**src/rtl/tmr_pkg.sv**
```systemverilog
package tmr_pkg;
    localparam int OFF_LOADHI  = 'h00;
    localparam int OFF_LOADLO  = 'h04;
    localparam int OFF_SNAPHI  = 'h08;
    localparam int OFF_SNAPLO  = 'h0C;
    localparam int OFF_CMP0    = 'h10;
    localparam int OFF_ARMST   = 'h20;
    localparam int OFF_PEEKHI  = 'h24;
    localparam int OFF_PEEKLO  = 'h28;
    localparam int OFF_HALTEN  = 'h2C;
    localparam int OFF_FREEZE  = 'h30;
    localparam int OFF_IRQRAW  = 'h34;
    localparam int OFF_IRQMASK = 'h38;
    localparam int OFF_IRQFRC  = 'h3C;
    localparam int OFF_IRQSTAT = 'h40;

    typedef enum logic {
        ALM_IDLE  = 1'b0,
        ALM_ARMED = 1'b1
    } alm_state_e;

    typedef enum logic [1:0] {
        CNT_HOLD = 2'd0,
        CNT_STEP = 2'd1,
        CNT_LOAD = 2'd2
    } cnt_act_e;
endpackage

```
**src/rtl/tmr_counter.sv**
```systemverilog
module tmr_counter
    import tmr_pkg::*;
#(
    parameter int DW = 32,
    parameter int CW = 64
) (
    input  logic          clk,
    input  logic          rst_n,
    input  logic          tick_en,
    input  logic          freeze,
    input  logic          ld_lo_we,
    input  logic          ld_hi_we,
    input  logic [DW-1:0] wdata,
    output logic [CW-1:0] cnt
);
    localparam int HW = CW - DW;

    cnt_act_e      act;
    logic [DW-1:0] stage_q;

    always_comb begin
        if (ld_hi_we)
            act = CNT_LOAD;
        else if (tick_en && !freeze)
            act = CNT_STEP;
        else
            act = CNT_HOLD;
    end

    always_ff @(posedge clk) begin
        if (!rst_n) begin
            cnt <= '0;
        end else begin
            unique case (act)
                CNT_LOAD: cnt <= {wdata[HW-1:0], stage_q};
                CNT_STEP: cnt <= cnt + 1'b1;
                CNT_HOLD: cnt <= cnt;
                default:  cnt <= cnt;
            endcase
        end
    end

    always_ff @(posedge clk) begin
        if (!rst_n)
            stage_q <= '0;
        else if (ld_lo_we)
            stage_q <= wdata;
    end

    assert_step_R2: assert property (@(posedge clk) disable iff (!rst_n)
        (tick_en && !freeze && !ld_hi_we) |=> cnt == $past(cnt) + 1'b1);

    assert_hold_R3: assert property (@(posedge clk) disable iff (!rst_n)
        ((freeze || !tick_en) && !ld_hi_we) |=> cnt == $past(cnt));

    assert_commit_R5: assert property (@(posedge clk) disable iff (!rst_n)
        ld_hi_we |=> cnt[CW-1:DW] == $past(wdata[HW-1:0]));
endmodule

```
**src/rtl/tmr_alarm.sv**
```systemverilog
module tmr_alarm
    import tmr_pkg::*;
#(
    parameter int DW = 32
) (
    input  logic          clk,
    input  logic          rst_n,
    input  logic          arm_we,
    input  logic          disarm,
    input  logic [DW-1:0] wdata,
    input  logic [DW-1:0] cnt_lo,
    output logic          armed,
    output logic          fire,
    output logic [DW-1:0] target
);
    alm_state_e state_q, state_d;

    always_comb begin
        state_d = state_q;
        unique case (state_q)
            ALM_IDLE: begin
                if (arm_we) state_d = ALM_ARMED;
            end
            ALM_ARMED: begin
                if (arm_we)
                    state_d = ALM_ARMED;
                else if (disarm || cnt_lo == target)
                    state_d = ALM_IDLE;
            end
            default: state_d = ALM_IDLE;
        endcase
    end

    always_ff @(posedge clk) begin
        if (!rst_n) begin
            state_q <= ALM_IDLE;
            target  <= '0;
        end else begin
            state_q <= state_d;
            if (arm_we) target <= wdata;
        end
    end

    always_comb begin
        armed = (state_q == ALM_ARMED);
        fire  = armed && (cnt_lo == target);
    end

    assert_arm_R8: assert property (@(posedge clk) disable iff (!rst_n)
        arm_we |=> armed && target == $past(wdata));

    assert_single_shot_R9: assert property (@(posedge clk) disable iff (!rst_n)
        (fire && !arm_we) |=> !armed);

    assert_disarm_R10: assert property (@(posedge clk) disable iff (!rst_n)
        (disarm && !arm_we) |=> !armed);
endmodule

```
**src/rtl/tmr_irq.sv**
```systemverilog
module tmr_irq #(
    parameter int N = 4
) (
    input  logic         clk,
    input  logic         rst_n,
    input  logic [N-1:0] fire,
    input  logic         clr_we,
    input  logic         mask_we,
    input  logic         frc_we,
    input  logic [N-1:0] wdata,
    output logic [N-1:0] raw,
    output logic [N-1:0] mask,
    output logic [N-1:0] frc,
    output logic [N-1:0] stat
);
    logic [N-1:0] clr_bits;

    always_comb begin
        clr_bits = clr_we ? wdata : '0;
        stat     = (raw & mask) | frc;
    end

    always_ff @(posedge clk) begin
        if (!rst_n) begin
            raw  <= '0;
            mask <= '0;
            frc  <= '0;
        end else begin
            raw <= (raw & ~clr_bits) | fire;
            if (mask_we) mask <= wdata;
            if (frc_we)  frc  <= wdata;
        end
    end

    assert_fire_sets_R11: assert property (@(posedge clk) disable iff (!rst_n)
        (|fire) |=> (raw & $past(fire)) == $past(fire));

    assert_clear_R11: assert property (@(posedge clk) disable iff (!rst_n)
        (clr_we && !(|fire)) |=> (raw & $past(wdata)) == '0);

    assert_force_R12: assert property (@(posedge clk) disable iff (!rst_n)
        frc_we |=> (stat & $past(wdata)) == $past(wdata));
endmodule

```
**src/rtl/tick_timer64.sv**
```systemverilog
module tick_timer64
    import tmr_pkg::*;
#(
    parameter int NUM_ALARMS = 4,
    parameter int DATA_W     = 32,
    parameter int ADDR_W     = 7
) (
    input  logic                  clk,
    input  logic                  rst_n,
    input  logic                  tick_en,
    input  logic [1:0]            dbg_halt,
    input  logic                  bus_sel,
    input  logic                  bus_wr,
    input  logic [ADDR_W-1:0]     bus_addr,
    input  logic [DATA_W-1:0]     bus_wdata,
    output logic [DATA_W-1:0]     bus_rdata,
    output logic [NUM_ALARMS-1:0] alarm_irq
);
    localparam int CNT_W = 2 * DATA_W;
    localparam int AIW   = (NUM_ALARMS > 1) ? $clog2(NUM_ALARMS) : 1;
    localparam int CMP_END = OFF_CMP0 + 4 * NUM_ALARMS;

    logic                  wr_en, rd_en;
    logic                  alm_hit;
    logic [AIW-1:0]        alm_idx;
    logic [CNT_W-1:0]      cnt;
    logic [DATA_W-1:0]     snap_hi_q;
    logic [1:0]            halt_en_q;
    logic                  freeze_q;
    logic                  freeze;
    logic [NUM_ALARMS-1:0] armed, fire;
    logic [DATA_W-1:0]     tgt [NUM_ALARMS];
    logic [NUM_ALARMS-1:0] irq_raw, irq_mask, irq_frc, irq_stat;

    function automatic logic at(input logic [ADDR_W-1:0] a, input int off);
        return a == ADDR_W'(off);
    endfunction

    always_comb begin
        wr_en   = bus_sel && bus_wr;
        rd_en   = bus_sel && !bus_wr;
        alm_hit = (bus_addr >= ADDR_W'(OFF_CMP0)) && (bus_addr < ADDR_W'(CMP_END))
                  && (bus_addr[1:0] == 2'b00);
        alm_idx = AIW'((bus_addr - ADDR_W'(OFF_CMP0)) >> 2);
        freeze  = freeze_q || (halt_en_q[0] && dbg_halt[0])
                           || (halt_en_q[1] && dbg_halt[1]);
    end

    always_ff @(posedge clk) begin
        if (!rst_n) begin
            snap_hi_q <= '0;
            halt_en_q <= 2'b11;
            freeze_q  <= 1'b0;
        end else begin
            if (rd_en && at(bus_addr, OFF_SNAPLO)) snap_hi_q <= cnt[CNT_W-1:DATA_W];
            if (wr_en && at(bus_addr, OFF_HALTEN)) halt_en_q <= bus_wdata[2:1];
            if (wr_en && at(bus_addr, OFF_FREEZE)) freeze_q  <= bus_wdata[0];
        end
    end

    tmr_counter #(.DW(DATA_W), .CW(CNT_W)) u_cnt (
        .clk      (clk),
        .rst_n    (rst_n),
        .tick_en  (tick_en),
        .freeze   (freeze),
        .ld_lo_we (wr_en && at(bus_addr, OFF_LOADLO)),
        .ld_hi_we (wr_en && at(bus_addr, OFF_LOADHI)),
        .wdata    (bus_wdata),
        .cnt      (cnt)
    );

    for (genvar i = 0; i < NUM_ALARMS; i++) begin : g_alm
        tmr_alarm #(.DW(DATA_W)) u_alm (
            .clk    (clk),
            .rst_n  (rst_n),
            .arm_we (wr_en && alm_hit && (alm_idx == AIW'(i))),
            .disarm (wr_en && at(bus_addr, OFF_ARMST) && bus_wdata[i]),
            .wdata  (bus_wdata),
            .cnt_lo (cnt[DATA_W-1:0]),
            .armed  (armed[i]),
            .fire   (fire[i]),
            .target (tgt[i])
        );
    end

    tmr_irq #(.N(NUM_ALARMS)) u_irq (
        .clk     (clk),
        .rst_n   (rst_n),
        .fire    (fire),
        .clr_we  (wr_en && at(bus_addr, OFF_IRQRAW)),
        .mask_we (wr_en && at(bus_addr, OFF_IRQMASK)),
        .frc_we  (wr_en && at(bus_addr, OFF_IRQFRC)),
        .wdata   (bus_wdata[NUM_ALARMS-1:0]),
        .raw     (irq_raw),
        .mask    (irq_mask),
        .frc     (irq_frc),
        .stat    (irq_stat)
    );

    assign alarm_irq = irq_stat;

    always_comb begin
        bus_rdata = '0;
        if (alm_hit)
            bus_rdata = tgt[alm_idx];
        else if (at(bus_addr, OFF_SNAPHI))  bus_rdata = snap_hi_q;
        else if (at(bus_addr, OFF_SNAPLO))  bus_rdata = cnt[DATA_W-1:0];
        else if (at(bus_addr, OFF_ARMST))   bus_rdata = DATA_W'(armed);
        else if (at(bus_addr, OFF_PEEKHI))  bus_rdata = cnt[CNT_W-1:DATA_W];
        else if (at(bus_addr, OFF_PEEKLO))  bus_rdata = cnt[DATA_W-1:0];
        else if (at(bus_addr, OFF_HALTEN))  bus_rdata = DATA_W'({halt_en_q, 1'b0});
        else if (at(bus_addr, OFF_FREEZE))  bus_rdata = DATA_W'(freeze_q);
        else if (at(bus_addr, OFF_IRQRAW))  bus_rdata = DATA_W'(irq_raw);
        else if (at(bus_addr, OFF_IRQMASK)) bus_rdata = DATA_W'(irq_mask);
        else if (at(bus_addr, OFF_IRQFRC))  bus_rdata = DATA_W'(irq_frc);
        else if (at(bus_addr, OFF_IRQSTAT)) bus_rdata = DATA_W'(irq_stat);
    end

    assert_snapshot_R6: assert property (@(posedge clk) disable iff (!rst_n)
        (rd_en && at(bus_addr, OFF_SNAPLO)) |=> snap_hi_q == $past(cnt[CNT_W-1:DATA_W]));

    assert_peek_quiet_R7: assert property (@(posedge clk) disable iff (!rst_n)
        (rd_en && (at(bus_addr, OFF_PEEKHI) || at(bus_addr, OFF_PEEKLO))) |=> $stable(snap_hi_q));

    assert_halt_gate_R4: assert property (@(posedge clk) disable iff (!rst_n)
        (halt_en_q[0] && dbg_halt[0] && !(wr_en && at(bus_addr, OFF_LOADHI))) |=> $stable(cnt));
endmodule

```
**config.mk**
```make
export PLATFORM = sky130hd
export DESIGN_NAME = tick_timer64
export DESIGN_NICKNAME = d
export VERILOG_FILES = /design/src/rtl/tmr_pkg.sv /design/src/rtl/tmr_counter.sv /design/src/rtl/tmr_alarm.sv /design/src/rtl/tmr_irq.sv /design/src/rtl/tick_timer64.sv
export SDC_FILE = /design/constraint.sdc
export NUM_CORES = 1
export LEC_CHECK = 0
export ABC_AREA = 1
export BUFFER_PORTS_ARGS = -buffer_cell sky130_fd_sc_hd__buf_4
export CAP_MARGIN = 20
export CORE_MARGIN = 5
export CORE_UTILIZATION = 35
export DETAILED_ROUTE_END_ITERATION = 8
export GPL_ROUTABILITY_DRIVEN = 0
export PLACE_DENSITY = 0.61
export RECOVER_POWER = 50
export SETUP_SLACK_MARGIN = 0.15
export SLEW_MARGIN = 20
export SYNTH_ARGS = -nofsm -noshare
export SYNTH_HDL_FRONTEND = slang
export SYNTH_HIERARCHICAL = 1
export SYNTH_SLANG_ARGS = --single-unit
export TNS_END_PERCENT = 5
```
**constraint.sdc**
```tcl
create_clock -name clk -period 3.85 [get_ports clk]
set_input_delay 0.385 -clock clk [delete_from_list [all_inputs] [get_ports clk]]
set_output_delay 0.385 -clock clk [all_outputs]
set_load 0.01 [all_outputs]
```
==> run summary, run 1 <==
number of buffers inserted during clock tree synthesis: 30
Avg Vias per Cell: 5.484
combined area of the multi-input logic cells: 0.009428 mm2
clock tree from TritonCTS: built
Min Clock Period, post-route: 3.094 ns
Critical Path Start Type: input port
sequential fraction of the synthesis area: 0.3396
capturing element type of the critical path: flip-flop
final-report max-slew violation count: 72
hold buffers post-CTS: 0
number of violations of the max-capacitance limit: 2
failing checks: max-capacitance violations, max-slew violations
Site Rows: 78
first drt pass iteration count: 6
Final Setup Violations: 0
number of cells in the finished layout apart from fillers: 3237
overall die area: 0.05072 mm2
share of post-route cells with drive strength above 1: 0.07888
clock slew seen by the registers of the worst setup and hold paths: 0.06 ns
Pwr per Cell Area: 355.7 mW/mm2
filler instances: 4817
R2R cell count: 9
Clock Tree Buf Depth: 3
diode count: 0
Mapped Cells: 2585
sequence of cells on the critical path: clkbuf_1 -> inv_1 -> nand2_1 -> nor3_1 -> nand2_1 -> nor2_1 -> clkbuf_1 -> inv_1 -> clkbuf_2 -> o21ai_0 -> a21oi_1
antenna violations before repair: 0
slack of the critical path: 0.7563 ns
Final HPWL DP: 44300 um
origin of the critical flop-to-flop path: u_cnt/cnt[31]$_SDFFE_PN0P_
Final Hold Fails: 0
input/output buffers: 81
maximum clock rate: 323.2 MHz
number of global-route vias before repair: 16640
synthesis-stage register bit count: 275
Yosys cell types: 44
clock net sink count: 275
CP bufs+invs: 5
DIE WIDTH: 225.2 um
family of cells with the greatest summed delay on the critical path: buffers and inverters
run status: complete, but fails checks
core area: 0.04558 mm2
data required time at the worst endpoint: 4.26 ns
worst-case setup slack after placement: 0.8803 ns
final net count: 2660
Sum Neg Setup Slack: 0 ns
Rel. slew slack: -0.4133
peak fanout along the critical path: 42
remaining antenna violation count after routing: 0
clock insertion delay at the later pin of the skew report: 0.58 ns
Crit path arrival time: 3.50 ns
reg2reg end: u_cnt/cnt[58]$_SDFFE_PN0P_
Vias: 17750
root buffer selected by CTS: clkbuf_16
leakage power total: 7.337 nW
final clock period utilization by the worst path: 0.8036
post-synthesis average cell area: 6.271 um2
buffer count from post-CTS setup fixing: 0
class of the worst hold path: in -> reg
reg-to-reg setup timing slack: 1.17 ns
average detailed-routed wire length per instance: 19.26 um
Starting Density: 0.3557
Worst Clk Skew: 0.02079 ns
Overall Global Routing Usage: 0.2360
Resized cells post-CTS: 0
cell area after synthesis: 0.01621 mm2
critical path class: in -> reg
Min-Delay Path Depth: 3
Post-Syn Nets: 2632
worst hold path endpoint: g_alm[2].u_alm/target[17]$_SDFFE_PN0P_
routed wire length: 62360 um
Placed Instances: 3181
Seq. cell area: 0.005505 mm2
Max H-tree Level: 1
height of the chip: 225.2 um
Residual DRC: 0
Overflow after GRT: 0
largest net degree at the start of global routing: 108
warnings from Yosys: 6
iteration-0 DRC count of the detailed router: 1863
Max IR drop VDD: 0.0003024 V
global-route wire length before repair: 95520 um
biggest cell delay along the critical path: 1.00 ns
synthesis-to-finish area growth: 13.60%
Critical-path top delay cell: clkbuf_1
I/O pin count: 82
hold path startpoint: bus_wdata[17]
setup repair after global routing missed its margin: no
Worst-Margin Slew: 2.120 ns
-- placed cells by master, fill, tap and decap left out, types with 4 or more instances in the layout --
master,count
inv_2,7
clkbuf_16,31
nand2_2,11
nor2_4,9
o21bai_1,4
dfxtp_1,275
nand4_1,30
a22oi_1,66
a211oi_1,13
a21oi_1,157
nand3_1,114
inv_1,208
nor3_1,11
o221ai_1,12
xnor2_1,92
nor2_2,9
bufinv_16,5
o211ai_1,10
o21ai_1,18
buf_4,93
clkbuf_8,10
o21ai_0,249
nor2_1,467
a21o_1,4
nand2_1,669
clkbuf_1,12
a221oi_1,4
clkinv_2,6
nor2_8,4
a21oi_2,7
-- layout make-up --
| class | instances | area share |
|---|---|---|
| flip-flops and latches | 275 | 0.2989 |
| clock inverters | 14 | 0.01114 |
| well taps | 600 | 0.04076 |
| multi-input cells | 1979 | 0.5119 |
| clock buffers | 42 | 0.04980 |
| inverters | 217 | 0.04423 |
| repair buffers | 110 | 0.04321 |
-- cells in the mapped netlist (all sizes together) --
cell type,number,area share
nand2,682,0.16
nor2,489,0.12
dfxtp,275,0.34
o21ai,267,0.082
inv,215,0.050
a21oi,164,0.052
nand3,114,0.035
xnor2,92,0.050
clkbuf,74,0.017
a22oi,66,0.031
buf,40,0.013
nand4,30,0.012
a211oi,13,0.0060
nor3,13,0.0046
o221ai,12,0.0065
o211ai,10,0.0046
a21o,4,0.0019
a221oi,4,0.0022
o21bai,4,0.0019
nor3b,3,0.0024
or2,3,0.0012
a311oi,2,0.0011
clkinv,2,0.00046
nor4,2,0.00077
a221o,1,0.00062
a31oi,1,0.00039
and2,1,0.00039
ha,1,0.00077
o22ai,1,0.00039
-- kinds of logic after synthesis --
logic type / share of synthesized area
flops: 0.3396
xor+xnor: 0.04970
simple gates: 0.3390
fa+ha+maj: 0.0007717
compound gates: 0.1907
buf+inv: 0.08019
-- state kept, by name, indices dropped and copies added (netlist names) --
signal and cells:
u_cnt/cnt 64, snap_hi_q 32, halt_en_q 2, freeze_q 1
u_cnt/stage_q 32, u_irq/raw 4, u_irq/frc 4, u_irq/mask 4
g_alm.u_alm/armed 4, g_alm.u_alm/target 128
-- routing by layer --
metal / global-route usage / wire length [um]
met1: 0.3096 / 25780
met2: 0.3762 / 27390
met3: 0.04416 / 5922
met4: 0.1115 / 3263
met5: 0 / 0
-- where the power goes --
group	internal (W)	switching [W]	leakage, nW
combinational	0.000109	0.000279	4.56
clock	0.00199	0.00126	0.558
sequential	0.00287	0.0000421	2.22
-- how the worst max path moves through the flow --
stage	from	slack (ns)	cells after the start	end
6_report	bus_addr[6]	0.76	11	g_alm[1].u_alm/target[3]$_SDFFE_PN0P_
5_1_grt	bus_addr[6]	0.54	11	g_alm[1].u_alm/target[3]$_SDFFE_PN0P_
4_1_cts	bus_addr[1]	1.06	11	bus_rdata[1]
3_5_place_dp	bus_wr	0.88	10	u_cnt/cnt[16]$_SDFFE_PN0P_
3_3_place_gp	bus_addr[6]	0.99	11	u_cnt/cnt[49]$_SDFFE_PN0P_
2_1_floorplan	bus_addr[6]	1.81	9	g_alm[0].u_alm/target[18]$_SDFFE_PN0P_
-- stage by stage --
| stage | area, um2 | total power, W | utilization | hold WS, ns |
|---|---|---|---|---|
| final | 18420 | 0.006551 | 0.4041 | 0.08414 |
| after global routing | 18420 | 0.006755 | 0.4041 | 0.07915 |
| after CTS | 18480 | 0.006595 | 0.4055 | 0.06126 |
| after detailed placement | 17360 | 0.003353 | 0.3809 | 0.4653 |
| after global placement | 17360 | 0.003349 | 0.3809 | 0.4685 |
| after floorplan | 16210 | 0.003152 | - | 0.4436 |
-- worst register-to-register path: stages (launching register included) --
cell,delay [ns]
dfxtp_1,0.70
nand2_1,0.24
nor2_1,0.44
nand2_1,0.30
nor2_1,0.39
nand2_1,0.11
o21ai_0,0.16
nand3_1,0.09
nand2_1,0.08
a21oi_1,0.05
Power figures use the tool's default switching activity.
==> inputs of run 2 (changes only) <==
Settings changed: ABC_AREA 1 to 0, PLACE_DENSITY 0.61 to 0.63.
Clock period 3.85 ns to 2.84 ns, I/O delays scaled along.
==> run 2 against run 1 <==
Net effect: the run now ends clean; final cell count down 27%; critical path depth down 3; power increased by 33%; area after synthesis down 6.2%; wire length is 17% lower; largest power group unchanged; die area is 6.0% lower; setup slack got worse by 0.59 ns; register-to-register slack worse by 1.0 ns; sequential share of layout area increased by 0.88 points.
==> run summary, run 2 <==
register with the most flip-flops: g_alm.u_alm/target
number of global-route vias before repair: 12700
clock slew seen by the registers of the worst setup and hold paths: 0.06 ns
maximum clock rate: 374.3 MHz
Final Hold Fails: 0
warnings from Yosys: 6
post-layout utilization of the core: 0.4163
Sum Neg Setup Slack: 0 ns
biggest cell delay along the critical path: 0.51 ns
Min Clock Period, post-route: 2.672 ns
worst-case setup slack after placement: 0.04074 ns
global-route wire length before repair: 78670 um
Clock Tree Buf Depth: 3
sequence of cells on the critical path: a221o_1 -> nand3b_1 -> or3_4 -> nor4_4 -> buf_4 -> nand4_1 -> xor2_1 -> a21oi_1
run status: finished clean
leading cell type in the layout, fill and taps excluded: dfxtp_1
clock tree from TritonCTS: built
Rel. slew slack: 0.07344
sequential fraction of the synthesis area: 0.3621
Mapped Cells: 1638
Critical Path Start Type: flip-flop
Final HPWL DP: 37110 um
count of flip-flops with a built-in enable after synthesis: 0
Site Rows: 76
root buffer selected by CTS: clkbuf_16
Vias: 13100
post-synth top area share: 0.3621
critical path class: reg -> reg
number of violations of the max-capacitance limit: 0
synthesis-to-finish area growth: 17.70%
top cells by area in the synthesized netlist: dfxtp_1, mux2i_1, xor2_1, nor2b_1, mux4_2
iteration-0 DRC count of the detailed router: 1556
post-synth top area cell: dfxtp_1
average detailed-routed wire length per instance: 22.10 um
clock net sink count: 275
Critical-path top delay cell: or3_4
Pwr per Cell Area: 485.6 mW/mm2
clock insertion delay at the later pin of the skew report: 0.52 ns
I/O pin count: 82
height of the chip: 218.4 um
leakage power total: 6.800 nW
diode count: 0
share of async-settable or async-resettable flops after synthesis: 0
core area: 0.04298 mm2
top library cells by usage in the layout, fill and taps aside: dfxtp_1, nand2_1, nor2b_1, mux2i_1, xor2_1
final-report max-slew violation count: 0
Final Setup Violations: 0
largest net degree at the start of global routing: 79
share of post-route cells with drive strength above 1: 0.1633
setup repair after global routing missed its margin: yes
Worst-Margin Slew: 1.390 ns
top-count cell post-synth: dfxtp_1
final net count: 1790
post-synthesis average cell area: 9.281 um2
biggest registers after layout: g_alm.u_alm/target (128), u_cnt/cnt (64)
Residual DRC: 0
most frequent cells after synthesis: dfxtp_1, nand2_1, nor2b_1
routed wire length: 51920 um
Starting Density: 0.3537
peak fanout along the critical path: 8
first drt pass iteration count: 6
synthesis-stage register bit count: 275
input/output buffers: 81
cell area after synthesis: 0.01520 mm2
DIE WIDTH: 218.4 um
antenna violations before repair: 0
Overall Global Routing Usage: 0.2107
capturing element type of the critical path: flip-flop
Crit path arrival time: 3.07 ns
data required time at the worst endpoint: 3.24 ns
final clock period utilization by the worst path: 0.9408
overall die area: 0.04770 mm2
remaining antenna violation count after routing: 0
class of the worst hold path: in -> reg
Avg Vias per Cell: 5.577
Max H-tree Level: 2
Worst Clk Skew: 0.01949 ns
overall power: 0.008689 W
number of buffers inserted during clock tree synthesis: 34
Overflow after GRT: 0
max FFs per register: 128
Post-Syn Nets: 1685
Yosys cell types: 67
Max IR drop VDD: 0.0003217 V
main flop type after synthesis: dfxtp_1
slack of the critical path: 0.1683 ns
run 2: cells by family after synthesis:
kind of cell             synth area share
AND/OR/NAND/NOR                    0.2258
flip-flops                         0.3621
AO/OA/AOI/OAI                      0.1089
multiplexers                       0.1601
XOR/XNOR                           0.1049
buffers and inverters             0.03737
adder cells (fa/ha/maj)         0.0008229
run 2: worst paths after layout:
kind / from / endpoint / slack (ns) / cells past startpoint
worst max-delay path: halt_en_q[0]$_SDFFE_PN1P_ / u_cnt/cnt[46]$_SDFFE_PN0P_ / 0.17 / 8
worst min-delay path: bus_wdata[3] / u_irq/raw[3]$_SDFF_PN0_ / 0.08 / 2
worst max register to register: halt_en_q[0]$_SDFFE_PN1P_ / u_cnt/cnt[46]$_SDFFE_PN0P_ / 0.17 / 8
worst min register to register: snap_hi_q[28]$_SDFFE_PN0P_ / snap_hi_q[28]$_SDFFE_PN0P_ / 0.46 / 2
run 2: cell type report:
cell class	count	area (um2)
Fill cell	4295	25090
Multi-Input combinational cell	1241	9121
Sequential cell	275	5505
Timing Repair Buffer	172	1345
Clock buffer	51	1059
Tap cell	585	732.0
Inverter	19	71.32
Clock inverter	6	58.81
run 2: power by group:
part           internal [W]  switching [W]  total, W
Sequential          0.00386      0.0000111   0.00388
Clock               0.00265        0.00169   0.00435
Combinational      0.000182       0.000283  0.000466
run 2: critical path, delay by kind of cell (launching register included):
| family | cells | cell delay [ns] |
|---|---|---|
| DFF | 1 | 0.33 |
| xor gates and xnor gates | 1 | 0.23 |
| and+or+nand+nor | 4 | 1.18 |
| AOI/OAI and AO/OA | 2 | 0.57 |
| buffers and inverters | 1 | 0.23 |
run 2: metrics by stage:
stage	cells	cell area, um2	hold slack (ns)
floorplan	1638	15200	0.3819
global placement	2289	16870	0.4469
detailed placement	2289	16870	0.4596
CTS	2346	17990	0.05830
global route	2349	17890	0.07540
finish	2349	17890	0.07727
run 2: layer usage:
layer,GRT usage,vias to the layer above,share of wire
li1,-,6035,-
met1,0.2904,6350,0.43
met2,0.3303,612,0.44
met3,0.04433,104,0.088
met4,0.06950,0,0.035
met5,0,-,0
run 2: repair_timing:
| item | 4_1_cts | 5_1_grt |
|---|---|---|
| hold buffers | 0 | 0 |
| pin swaps | 0 | 1 |
| setup endpoints to repair | 2 | 25 |
| buffers inserted | 0 | 3 |
| gates resized for setup | 1 | 2 |
